[src/rtl/rclk_pkg.sv]
package rclk_pkg;

    // Line symbol on the reference link
    typedef enum logic [1:0] {
        LN_OFF  = 2'b00,
        LN_LOW  = 2'b01,
        LN_HIGH = 2'b10,
        LN_CLK  = 2'b11
    } line_e;

    // Role codes
    localparam logic [1:0] ROLE_HOST = 2'b00;
    localparam logic [1:0] ROLE_CAM  = 2'b01;

    typedef enum logic [2:0] {
        H_OFF,
        H_LEAD_LO,
        H_MID_HI,
        H_TAIL_LO,
        H_FWD
    } host_st_e;

    typedef enum logic [2:0] {
        C_OFF,
        C_ARMED,
        C_LEAD_LO,
        C_MID_HI,
        C_TAIL_LO,
        C_SETTLE,
        C_ON,
        C_FAULT
    } cam_st_e;

endpackage

[src/rtl/rclk_mode_dec.sv]
module rclk_mode_dec
    import rclk_pkg::*;
(
    input  logic [1:0] mode,
    input  logic       pd_n,
    output logic       host_run,
    output logic       cam_run
);

    // Reserved codes enable neither role
    always_comb begin
        host_run = 1'b0;
        cam_run  = 1'b0;
        if (pd_n) begin
            unique case (mode)
                ROLE_HOST: host_run = 1'b1;
                ROLE_CAM:  cam_run  = 1'b1;
                default: ;
            endcase
        end
    end

endmodule

[src/rtl/rclk_host_fsm.sv]
module rclk_host_fsm
    import rclk_pkg::*;
#(
    parameter int PH_LEN = 12,
    parameter int CW     = 4
) (
    input  logic  clk,
    input  logic  rst_n,
    input  logic  run,
    output line_e line_o
);

    localparam logic [CW-1:0] PH_LAST = CW'(PH_LEN - 1);
    localparam logic [CW-1:0] ONE     = CW'(1);

    host_st_e        st, nx;
    logic [CW-1:0]   cnt, cnt_nx;
    logic            ph_done;

    assign ph_done = (cnt == PH_LAST);

    // State register
    always_ff @(posedge clk or negedge rst_n) begin
        if (!rst_n) begin
            st  <= H_OFF;
            cnt <= '0;
        end else begin
            st  <= nx;
            cnt <= cnt_nx;
        end
    end

    // Next state
    always_comb begin
        nx     = st;
        cnt_nx = cnt + ONE;
        if (!run) begin
            nx     = H_OFF;
            cnt_nx = '0;
        end else begin
            unique case (st)
                H_OFF: begin
                    nx     = H_LEAD_LO;
                    cnt_nx = '0;
                end
                H_LEAD_LO: if (ph_done) begin
                    nx     = H_MID_HI;
                    cnt_nx = '0;
                end
                H_MID_HI: if (ph_done) begin
                    nx     = H_TAIL_LO;
                    cnt_nx = '0;
                end
                H_TAIL_LO: if (ph_done) begin
                    nx     = H_FWD;
                    cnt_nx = '0;
                end
                H_FWD: cnt_nx = cnt;
                default: begin
                    nx     = H_OFF;
                    cnt_nx = '0;
                end
            endcase
        end
    end

    // Outputs
    always_comb begin
        unique case (st)
            H_LEAD_LO: line_o = LN_LOW;
            H_MID_HI:  line_o = LN_HIGH;
            H_TAIL_LO: line_o = LN_LOW;
            H_FWD:     line_o = LN_CLK;
            default:   line_o = LN_OFF;
        endcase
    end

endmodule

[src/rtl/rclk_cam_fsm.sv]
module rclk_cam_fsm
    import rclk_pkg::*;
#(
    parameter int PH_MIN = 11,
    parameter int PH_MAX = 13,
    parameter int EN_DLY = 7,
    parameter int CW     = 4
) (
    input  logic  clk,
    input  logic  rst_n,
    input  logic  run,
    input  line_e line_i,
    output logic  en_o,
    output logic  rdy_o
);

    localparam logic [CW-1:0] ONE       = CW'(1);
    localparam logic [CW-1:0] WIN_LO    = CW'(PH_MIN);
    localparam logic [CW-1:0] WIN_HI    = CW'(PH_MAX);
    localparam logic [CW-1:0] DLY_LAST  = CW'(EN_DLY - 1);

    cam_st_e       st, nx;
    logic [CW-1:0] cnt, cnt_nx, cnt_inc;
    logic          in_win;
    logic          on_q;

    // Saturating run-length counter
    assign cnt_inc = (&cnt) ? cnt : cnt + ONE;
    assign in_win  = (cnt >= WIN_LO) && (cnt <= WIN_HI);

    // State register
    always_ff @(posedge clk or negedge rst_n) begin
        if (!rst_n) begin
            st   <= C_OFF;
            cnt  <= '0;
            on_q <= 1'b0;
        end else begin
            st   <= nx;
            cnt  <= cnt_nx;
            on_q <= (st == C_ON);
        end
    end

    // Next state
    always_comb begin
        nx     = st;
        cnt_nx = cnt;
        if (!run) begin
            nx     = C_OFF;
            cnt_nx = '0;
        end else begin
            unique case (st)
                C_OFF: begin
                    nx     = C_ARMED;
                    cnt_nx = '0;
                end
                C_ARMED: begin
                    case (line_i)
                        LN_LOW: begin
                            nx     = C_LEAD_LO;
                            cnt_nx = ONE;
                        end
                        LN_OFF:  nx = C_ARMED;
                        default: nx = C_FAULT;
                    endcase
                end
                C_LEAD_LO: begin
                    case (line_i)
                        LN_LOW:  cnt_nx = cnt_inc;
                        LN_HIGH: begin
                            nx     = in_win ? C_MID_HI : C_FAULT;
                            cnt_nx = ONE;
                        end
                        LN_OFF: begin
                            nx     = C_ARMED;
                            cnt_nx = '0;
                        end
                        default: nx = C_FAULT;
                    endcase
                end
                C_MID_HI: begin
                    case (line_i)
                        LN_HIGH: cnt_nx = cnt_inc;
                        LN_LOW: begin
                            nx     = in_win ? C_TAIL_LO : C_FAULT;
                            cnt_nx = ONE;
                        end
                        LN_OFF: begin
                            nx     = C_ARMED;
                            cnt_nx = '0;
                        end
                        default: nx = C_FAULT;
                    endcase
                end
                C_TAIL_LO: begin
                    case (line_i)
                        LN_LOW: cnt_nx = cnt_inc;
                        LN_CLK: begin
                            nx     = in_win ? C_SETTLE : C_FAULT;
                            cnt_nx = ONE;
                        end
                        LN_OFF: begin
                            nx     = C_ARMED;
                            cnt_nx = '0;
                        end
                        default: nx = C_FAULT;
                    endcase
                end
                C_SETTLE: begin
                    case (line_i)
                        LN_CLK: begin
                            if (cnt == DLY_LAST) begin
                                nx     = C_ON;
                                cnt_nx = '0;
                            end else begin
                                cnt_nx = cnt_inc;
                            end
                        end
                        LN_OFF: begin
                            nx     = C_ARMED;
                            cnt_nx = '0;
                        end
                        default: nx = C_FAULT;
                    endcase
                end
                C_ON: begin
                    case (line_i)
                        LN_CLK: nx = C_ON;
                        LN_OFF: begin
                            nx     = C_ARMED;
                            cnt_nx = '0;
                        end
                        default: nx = C_FAULT;
                    endcase
                end
                C_FAULT: begin
                    if (line_i == LN_OFF) begin
                        nx     = C_ARMED;
                        cnt_nx = '0;
                    end
                end
                default: begin
                    nx     = C_OFF;
                    cnt_nx = '0;
                end
            endcase
        end
    end

    // Outputs
    always_comb begin
        en_o  = (st == C_ON);
        rdy_o = (st == C_ON) && !on_q;
    end

endmodule

[src/rtl/rclk_link_seq.sv]
module rclk_link_seq
    import rclk_pkg::*;
#(
    parameter int PH_LEN = 12,
    parameter int PH_MIN = 11,
    parameter int PH_MAX = 13,
    parameter int EN_DLY = 7
) (
    input  logic       clk,
    input  logic       rst_n,
    input  logic [1:0] mode,
    input  logic       pd_n,
    input  logic [1:0] line_rx,
    output logic [1:0] line_tx,
    output logic       lclk_en,
    output logic       clk_ready
);

    localparam int CNT_A   = (PH_LEN > PH_MAX) ? PH_LEN : PH_MAX;
    localparam int CNT_TOP = (CNT_A > EN_DLY) ? CNT_A : EN_DLY;
    localparam int CW      = $clog2(CNT_TOP + 2);

    logic  host_run, cam_run;
    line_e host_line;
    logic  cam_en, cam_rdy;

    rclk_mode_dec u_dec (
        .mode     (mode),
        .pd_n     (pd_n),
        .host_run (host_run),
        .cam_run  (cam_run)
    );

    rclk_host_fsm #(
        .PH_LEN (PH_LEN),
        .CW     (CW)
    ) u_host (
        .clk    (clk),
        .rst_n  (rst_n),
        .run    (host_run),
        .line_o (host_line)
    );

    rclk_cam_fsm #(
        .PH_MIN (PH_MIN),
        .PH_MAX (PH_MAX),
        .EN_DLY (EN_DLY),
        .CW     (CW)
    ) u_cam (
        .clk    (clk),
        .rst_n  (rst_n),
        .run    (cam_run),
        .line_i (line_e'(line_rx)),
        .en_o   (cam_en),
        .rdy_o  (cam_rdy)
    );

    // Power-down and role gating act in the same cycle
    assign line_tx   = host_run ? host_line : LN_OFF;
    assign lclk_en   = cam_en  & cam_run;
    assign clk_ready = cam_rdy & cam_run;

endmodule

[config.mk]
export PLATFORM = sky130hd
export DESIGN_NAME = rclk_link_seq
export DESIGN_NICKNAME = d
export VERILOG_FILES = /design/src/rtl/rclk_pkg.sv /design/src/rtl/rclk_mode_dec.sv /design/src/rtl/rclk_host_fsm.sv /design/src/rtl/rclk_cam_fsm.sv /design/src/rtl/rclk_link_seq.sv
export SDC_FILE = /design/constraint.sdc
export NUM_CORES = 1
export LEC_CHECK = 0
export ABC_AREA = 1
export BUFFER_PORTS_ARGS = -buffer_cell sky130_fd_sc_hd__buf_2
export CAP_MARGIN = 20
export CORE_UTILIZATION = 64
export CTS_CLUSTER_SIZE = 8
export DETAILED_ROUTE_END_ITERATION = 16
export HOLD_SLACK_MARGIN = 0.15
export PLACE_DENSITY = 0.91
export SKIP_CTS_REPAIR_TIMING = 1
export SYNTH_ARGS = -nofsm -noshare
export SYNTH_HDL_FRONTEND = slang
export SYNTH_SLANG_ARGS = --single-unit
[constraint.sdc]
create_clock -name clk -period 4 [get_ports clk]
set_clock_uncertainty 0.05 [all_clocks]
set_input_delay 0.6 -clock clk [delete_from_list [all_inputs] [get_ports clk]]
set_output_delay 0.6 -clock clk [all_outputs]
set_load 0.005 [all_outputs]
==> results.ini, run 1 <==
[setup_path]
regToRegSetupSlack_ps = 2340
worst_setup_path_start_kind = primary input
critical_path_class = primary input to output port
timing.critical_path.required_ps = 3350
cells_on_worst_reg2reg_path = 8
timing.rr.start = u_cam.st[2]
crit_start = mode[0]
worstPathMaxFanout = 9
timing.rr.end = u_cam.cnt[3]
worst-endpoint-arrival_ps = 1540
worstSetupEndpointType = output port

[logic_synthesis]
synth_top_area_share_pct = 27.9
synthTopCellsByArea = dfrtp_1 (28%), nand2_1 (17%), inv_1 (9.5%), ha_1 (8.4%), nand3_1 (7.8%)
synthFlopType = dfrtp_1
synth-edff-count = 0
ys_async_sr_fraction_pct = 100
postSynthRegisterBits = 15
netlist_top_cells_count = nand2_1 (60), inv_1 (34), nand3_1 (21), nor2_1 (21), dfrtp_1 (15)
count_of_distinct_cell_types_in_the_synthesized_netlist = 26
netlist.top_cell.by_area = dfrtp_1
postSynthNetCount = 224
synth.yosys.warnings = 0
synth_area_per_cell_sq_um = 6.46
syn_area_sq_um = 1340
post_synthesis_cell_count = 208
seq_area_frac_synth_pct = 27.9
yosysMostFrequentCell = nand2_1

[routing]
drt_pass1_iterations = 4
postRouteAntennaNets = 0
via_count = 1316
wl_per_cell_microns = 11.4
drc_errors = 0
detailedRoute.firstIterationViolations = 33
routed_wl_mm = 2.82
route.detailed.vias_per_inst = 5.31

[timing]
timing.slew.headroom_pct = 75.7
setup-tns-final_ps = 0
finalCritPeriodShare_pct = 54.7
final-hold-violation-count = 0
timing.fmax_ghz = 0.457
tightestPinTransition_ps = 362
number_of_failing_setup_endpoints_in_the_final_timing_report = 0
time_the_worst_path_needs_with_i_o_delays_and_setup_ps = 2190
timing_max_transition_violations_final = 0
finalHoldWorstSlack_ps = 159
rsz_0062_raised_after_global_routing = no

[pwr]
power.share.switching_pct = 26.1
clock_power_share_pct = 30.2
power.switching_mw = 0.0715
vdd_drop_max_mv = 0.159
power-per-cell-area_nw_per_um2 = 190
seq_power_share_pct = 56.4
power.internal_mw = 0.203
power.leakage_nw = 0.808
p_comb_share_pct = 13.4

[placement]
place.port_buffers = 10
dp_hpwl_mm = 2.35
place_congestion = 0.906
dp_cells = 244

[die]
core-area_sq_um = 1960
chipWidth_microns = 47.8
floorplan.initialDensity_pct = 68.5
chipHeight_microns = 47.8
std_cell_rows = 16
die_area_sq_um = 2290
design.portCount = 11

[final_layout]
final_core_utilization_pct = 73.5
area_growth_syn_to_layout_pct = 7.36
num_antenna_cells = 0
final-instance-count-excl-fill = 248
final_layout_size_suffix_gt1_share_pct = 12.2
finalNetCount = 238
fillers = 169

[global_route]
antenna_found_initial = 0
number_of_global_route_vias_before_repair = 1125
grt_first_pass_wirelength_mm = 4.38
grtUsageTotal_pct = 27.4
grt_start_max_net_pins = 16
final_global_route_overflow_total = 0

[clocking]
clk_root_buf = clkbuf_4
clk_latency_ps = 270
num_clock_sinks = 15
cts_buffer_depth = 2
cts_max_level = 1
cts.reportedPaths.clkPinSlew_ps = 90
cts-buffers-inserted = 3
cts_tree = yes

[flow_run]
maxCapViolCount = 0

[outcome]
status = finished, final reports clean

[worst_hold_path]
min_path_type = primary input to asynchronous set/reset pin

## power by group through the flow
stage	sequential [mW]	combinational [mW]	clock, mW
finish	0.155	0.0368	0.0829
global route	0.155	0.0416	0.0921
CTS	0.155	0.0366	0.0836
detailed placement	0.158	0.0364	0
global placement	0.157	0.0356	0
floorplan	0.157	0.0235	0
## how the worst max path moves through the flow
| stage | end | slack (ps) |
|---|---|---|
| finish | line_tx[0] | 1810 |
| global route | line_tx[0] | 1710 |
| CTS | line_tx[0] | 1830 |
| detailed placement | line_tx[1] | 1820 |
| global placement | line_tx[1] | 1890 |
| floorplan | line_tx[1] | 2110 |
## logic make-up (layout without fill, tap and decap cells)
family / Yosys count / after routing / share of synthesized area [%]
AO/OA/AOI/OAI: 21 / 21 / 8.38
XOR/XNOR: 1 / 1 / 0.652
adder cells (fa/ha/maj): 9 / 9 / 8.38
buffers and inverters: 37 / 50 / 11.0
flip-flops: 15 / 15 / 27.9
multiplexers: 1 / 1 / 0.745
AND/OR/NAND/NOR: 124 / 124 / 42.9
## stage by stage
| step | area (sq um) | setup WS [ps] | total power [mW] |
|---|---|---|---|
| after floorplan | 1340 | 2110 | 0.181 |
| after global placement | 1420 | 1890 | 0.193 |
| after detailed placement | 1420 | 1820 | 0.194 |
| after CTS | 1440 | 1830 | 0.275 |
| after global routing | 1440 | 1710 | 0.289 |
| final | 1440 | 1810 | 0.274 |
## layer usage
layer | vias to the layer above | GRT usage, % | part of all wire (%)
li1 | 689 | - | -
met1 | 594 | 33.1 | 45
met2 | 27 | 51.4 | 50
met3 | 6 | 3.40 | 3.1
met4 | 0 | 6.11 | 1.8
met5 | - | 0 | 0
## critical path: stages
cell and delay, ps:
buf_2 110, nor3_2 350, nand3_2 220, o21ai_0 130, buf_2 140
## registers in the layout (all words and copies together), names as in the netlist
name,cells
u_cam.on_q,1
u_host.st,3
u_host.cnt,4
u_cam.st,3
u_cam.cnt,4
## area by class of cell
cell class / count / area, sq um / share of cell area (%)
Inverter: 36 / 136 / 9.45
Clock buffer: 4 / 26.3 / 1.82
Sequential cell: 15 / 375 / 26.0
Tap cell: 27 / 33.8 / 2.34
Timing Repair Buffer: 10 / 50.0 / 3.47
Multi-Input combinational cell: 156 / 821 / 56.9
## cells in the final DEF, fill, tap and decap left out
| master | count |
|---|---|
| ha_1 | 9 |
| o21ai_0 | 11 |
| clkbuf_4 | 3 |
| clkbuf_1 | 1 |
| dfrtp_1 | 15 |
| clkinv_2 | 1 |
| o22ai_1 | 1 |
| nand2_1 | 60 |
| nand3_1 | 21 |
| nor2_4 | 1 |
| nand4_1 | 4 |
| o211ai_1 | 1 |
| buf_2 | 10 |
| nand3b_1 | 2 |
| nor3b_4 | 1 |
| nor2_1 | 21 |
| nor2_2 | 2 |
| nand3_2 | 3 |
| inv_2 | 1 |
| mux2i_1 | 1 |
| xor2_1 | 1 |
| nor3_2 | 1 |
| o21ai_2 | 1 |
| and3_1 | 1 |
| a21oi_1 | 7 |
| nor3_1 | 4 |
| inv_1 | 34 |
| nand2_2 | 3 |
(Power assumes the default switching activity.)
==> run 2: changes to the inputs <==
--- a/config.mk
+++ b/config.mk
@@ -8,11 +8,11 @@
 export ABC_AREA = 1
 export BUFFER_PORTS_ARGS = -buffer_cell sky130_fd_sc_hd__buf_2
 export CAP_MARGIN = 20
-export CORE_UTILIZATION = 64
+export CORE_UTILIZATION = 53
 export CTS_CLUSTER_SIZE = 8
 export DETAILED_ROUTE_END_ITERATION = 16
 export HOLD_SLACK_MARGIN = 0.15
-export PLACE_DENSITY = 0.91
+export PLACE_DENSITY = 0.82
 export SKIP_CTS_REPAIR_TIMING = 1
 export SYNTH_ARGS = -nofsm -noshare
 export SYNTH_HDL_FRONTEND = slang
==> constraint.sdc (replaced) <==
create_clock -name clk -period 1.8 [get_ports clk]
set_clock_uncertainty 0.05 [all_clocks]
set_input_delay 0.27 -clock clk [delete_from_list [all_inputs] [get_ports clk]]
set_output_delay 0.27 -clock clk [all_outputs]
set_load 0.005 [all_outputs]
==> results.ini, run 2 (synthesized netlist as in run 1, its figures left out) <==
[outcome]
status = finished, final reports clean

[clocking]
cts_max_level = 1
clk_root_buf = clkbuf_4
cts-buffers-inserted = 3
clk_latency_ps = 290
num_clock_sinks = 15
cts.reportedPaths.clkPinSlew_ps = 100
cts_tree = yes
cts_buffer_depth = 2

[die]
std_cell_rows = 17
chipHeight_microns = 52.4
core-area_sq_um = 2300
floorplan.initialDensity_pct = 58.5
chipWidth_microns = 52.4
design.portCount = 11
die_area_sq_um = 2740

[global_route]
antenna_found_initial = 0
grtUsageTotal_pct = 22.5
number_of_global_route_vias_before_repair = 1138
grt_first_pass_wirelength_mm = 4.58
final_global_route_overflow_total = 0
grt_start_max_net_pins = 16

[routing]
drc_errors = 0
routed_wl_mm = 2.70
postRouteAntennaNets = 0
via_count = 1321
drt_pass1_iterations = 4
wl_per_cell_microns = 10.7
detailedRoute.firstIterationViolations = 63
route.detailed.vias_per_inst = 5.22

[timing]
tightestPinTransition_ps = 382
final-hold-violation-count = 0
timing.fmax_ghz = 0.588
finalCritPeriodShare_pct = 94.5
number_of_failing_setup_endpoints_in_the_final_timing_report = 0
time_the_worst_path_needs_with_i_o_delays_and_setup_ps = 1700
rsz_0062_raised_after_global_routing = no
timing_max_transition_violations_final = 0
finalHoldWorstSlack_ps = 278
timing.slew.headroom_pct = 74.4

[pwr]
clock_power_share_pct = 31.3
power-per-cell-area_nw_per_um2 = 421
power.switching_mw = 0.174
p_comb_share_pct = 13.6
power.share.switching_pct = 27.8
seq_power_share_pct = 55.1
power.leakage_nw = 0.825
vdd_drop_max_mv = 0.459
power.internal_mw = 0.451
power_mw = 0.625

[final_layout]
final-instance-count-excl-fill = 253
final_cell_mix = nand2_1 (60), inv_1 (34), nor2_1 (21), nand3_1 (21), dfrtp_1 (12)
finalNetCount = 242
top_regs = u_cam.cnt (4), u_host.cnt (4)
num_antenna_cells = 0
area_growth_syn_to_layout_pct = 10.6
layout.cells.most_common = nand2_1
fin_area_sq_um = 1490
final_core_utilization_pct = 64.7
final_layout_size_suffix_gt1_share_pct = 15.1
fillers = 207

[setup_path]
worstPathMaxFanout = 5
worst_setup_path_start_kind = flop
critical_path_class = flop to output port
timing.critical_path.required_ps = 1480
worstSetupEndpointType = output port
worst-endpoint-arrival_ps = 1380

[flow_run]
maxCapViolCount = 0

[placement]
dp_hpwl_mm = 2.17
place.port_buffers = 10
post_dp_cell_area_sq_um = 1440
place_congestion = 0.891
dp_cells = 248

[worst_hold_path]
min_path_type = primary input to flop

-- run 2: cell types whose count changed in the layout (fill, tap and decap cells not counted) --
cell,previous run,this run
nor2_4,1,2
buf_4,0,3
dlygate4sd3_1,0,1
o21ai_1,0,2
clkinv_2,1,2
dfrtp_2,0,3
o21ai_0,11,9
nor2_2,2,1
dfrtp_1,15,12
clkbuf_1,1,0
-- run 2: per-layer routing --
metal / part of all wire [%] / track usage [%]
met1: 47 / 29.9
met2: 46 / 36.1
met3: 5.9 / 4.35
met4: 1.3 / 7.89
met5: 0 / 0
-- run 2: path summary, 6_finish.rpt --
check	from	endpoint	slack, ps	depth (start not counted)
setup / recovery	u_cam.st[1]	clk_ready	100	5
hold / removal	mode[0]	u_host.st[1]	280	4
setup reg to reg	u_cam.st[2]	u_cam.cnt[1]	210	10
hold reg to reg	u_cam.cnt[3]	u_cam.cnt[3]	500	2
max in group asynchronous	rst_n	u_cam.cnt[0]	1070	2
min in group asynchronous	rst_n	u_host.st[2]	340	2
-- run 2: layout make-up --
cell class | instances | area, sq um | area share, %
multi-input cells | 156 | 826 | 55.6
flip-flops and latches | 15 | 379 | 25.5
inverters | 36 | 136 | 9.18
repair buffers | 14 | 82.6 | 5.56
well taps | 28 | 35.0 | 2.36
clock buffers | 3 | 22.5 | 1.52
clock inverters | 1 | 5.00 | 0.337
-- run 2: worst max-delay path, cell delays in order (launching register included) --
cell and delay [ps]:
dfrtp_2 440, inv_2 90, nor2_4 130, nand2_1 120
nor3_1 170, buf_2 130
-- run 2: per-stage QoR --
step | setup TNS, ps | worst slack (ps)
2_1_floorplan | 0 | 379
3_3_place_gp | 0 | 198
3_5_place_dp | 0 | 142
4_1_cts | -27.2 | -27.2
5_1_grt | 0 | 3.38
6_report | 0 | 98.8
-- run 2: power by group through the flow --
stage	combinational [mW]	clock [mW]	sequential [mW]
after floorplan	0.0523	0	0.349
after global placement	0.0821	0	0.350
after detailed placement	0.0827	0	0.350
after CTS	0.0831	0.200	0.344
after global routing	0.0973	0.209	0.345
final	0.0852	0.196	0.344
==> run 3: changes to the inputs <==
--- a/config.mk
+++ b/config.mk
@@ -13,6 +13,7 @@
 export DETAILED_ROUTE_END_ITERATION = 16
 export HOLD_SLACK_MARGIN = 0.15
 export PLACE_DENSITY = 0.82
+export SETUP_SLACK_MARGIN = 0.15
 export SKIP_CTS_REPAIR_TIMING = 1
 export SYNTH_ARGS = -nofsm -noshare
 export SYNTH_HDL_FRONTEND = slang
==> results.ini, run 3 (synthesized netlist as in run 1, its figures left out) <==
[setup_path]
worst-endpoint-arrival_ps = 1310
worstPathMaxFanout = 5
critical_path_class = flop to output port
timing.rr.start = u_cam.st[2]
worst_setup_path_start_kind = flop
timing.critical_path.required_ps = 1480
crit_start = u_cam.st[1]
worstSetupEndpointType = output port

[die]
die_area_sq_um = 2740
std_cell_rows = 17
floorplan.initialDensity_pct = 58.5
design.portCount = 11
chipHeight_microns = 52.4
core-area_sq_um = 2300
chipWidth_microns = 52.4

[global_route]
number_of_global_route_vias_before_repair = 1138
grtUsageTotal_pct = 22.5
antenna_found_initial = 0
grt_start_max_net_pins = 16
grt_first_pass_wirelength_mm = 4.58
final_global_route_overflow_total = 0

[placement]
dp_hpwl_mm = 2.17
place.port_buffers = 10
dp_cells = 248
place_congestion = 0.891
post_dp_cell_area_sq_um = 1440

[final_layout]
multi_input_area_sq_um = 877
final_layout_size_suffix_gt1_share_pct = 24.9
fin_area_sq_um = 1610
finalNetCount = 250
register_area_sq_um = 380
layout.cells.most_common = nand2_1
final_cell_mix = nand2_1 (55), inv_1 (31), nor2_1 (19)
fillers = 182
top_regs = u_cam.cnt (4), u_host.cnt (4)
area_growth_syn_to_layout_pct = 19.6
final-instance-count-excl-fill = 261
num_antenna_cells = 0

[clocking]
cts_tree = yes
clk_root_buf = clkbuf_4
cts_buffer_depth = 2
cts-buffers-inserted = 3
num_clock_sinks = 15
cts_max_level = 1
cts.reportedPaths.clkPinSlew_ps = 100
clk_latency_ps = 290

[outcome]
status = finished, final reports clean

[timing]
time_the_worst_path_needs_with_i_o_delays_and_setup_ps = 1630
timing.slew.headroom_pct = 69.4
number_of_failing_setup_endpoints_in_the_final_timing_report = 0
final-hold-violation-count = 0
tightestPinTransition_ps = 457
rsz_0062_raised_after_global_routing = yes
timing_max_transition_violations_final = 0
timing.fmax_ghz = 0.614
finalCritPeriodShare_pct = 90.4

[worst_hold_path]
min_path_type = primary input to flop
timing.hold.worst.start = mode[0]

[pwr]
vdd_drop_max_mv = 0.475
power.leakage_nw = 0.863
power-per-cell-area_nw_per_um2 = 395
power_mw = 0.635

[routing]
drc_errors = 0
wl_per_cell_microns = 12.1
detailedRoute.firstIterationViolations = 40
drt_pass1_iterations = 4
routed_wl_mm = 3.15
route.detailed.vias_per_inst = 5.36
via_count = 1399
postRouteAntennaNets = 0

[flow_run]
maxCapViolCount = 0

run 3: final cells by class:
class / instances / area share [%]
clock buffer: 3 / 1.40
timing repair buffer: 22 / 9.11
inverter: 36 / 8.72
multi-input combinational: 156 / 54.6
sequential: 15 / 23.7
tap: 28 / 2.18
clock inverter: 1 / 0.312
run 3: final timing paths:
check / slack, ps / endpoint / cells after the start
setup / recovery: 170 / clk_ready / 5
hold / removal: 290 / u_host.st[1] / 4
setup reg to reg: 190 / u_cam.cnt[3] / 8
hold reg to reg: 510 / u_cam.st[1] / 2
max in group asynchronous: 1070 / u_cam.cnt[0] / 2
min in group asynchronous: 350 / u_host.st[2] / 2
run 3: metal layers:
metal / part of all wire, % / vias up / GRT usage [%]
met5: 0 / - / 0
met2: 51 / 53 / 36.1
li1: - / 716 / -
met3: 6.1 / 4 / 4.35
met1: 43 / 626 / 29.9
met4: 0.67 / 0 / 7.89
run 3: critical path: stages (launching register included):
cell,delay (ps)
dfrtp_2,400
inv_2,80
nor2_4,150
nand2_2,90
nor3_1,160
buf_2,130
run 3: where the power goes:
part	internal, mW	total [mW]	switching, mW
Sequential	0.340	0.345	0.00472
Combinational	0.0334	0.0964	0.0630
Clock	0.0825	0.194	0.112
run 3: through the flow:
step / hold slack (ps) / setup WS (ps) / util [%] / setup TNS (ps)
3_3_place_gp: 137 / 198 / 62.7 / 0
2_1_floorplan: -75.6 / 379 / - / 0
3_5_place_dp: 139 / 142 / 62.7 / 0
5_1_grt: 320 / 81.5 / 69.9 / 0
6_report: 293 / 172 / 69.9 / 0
4_1_cts: -183 / -27.2 / 63.9 / -27.2
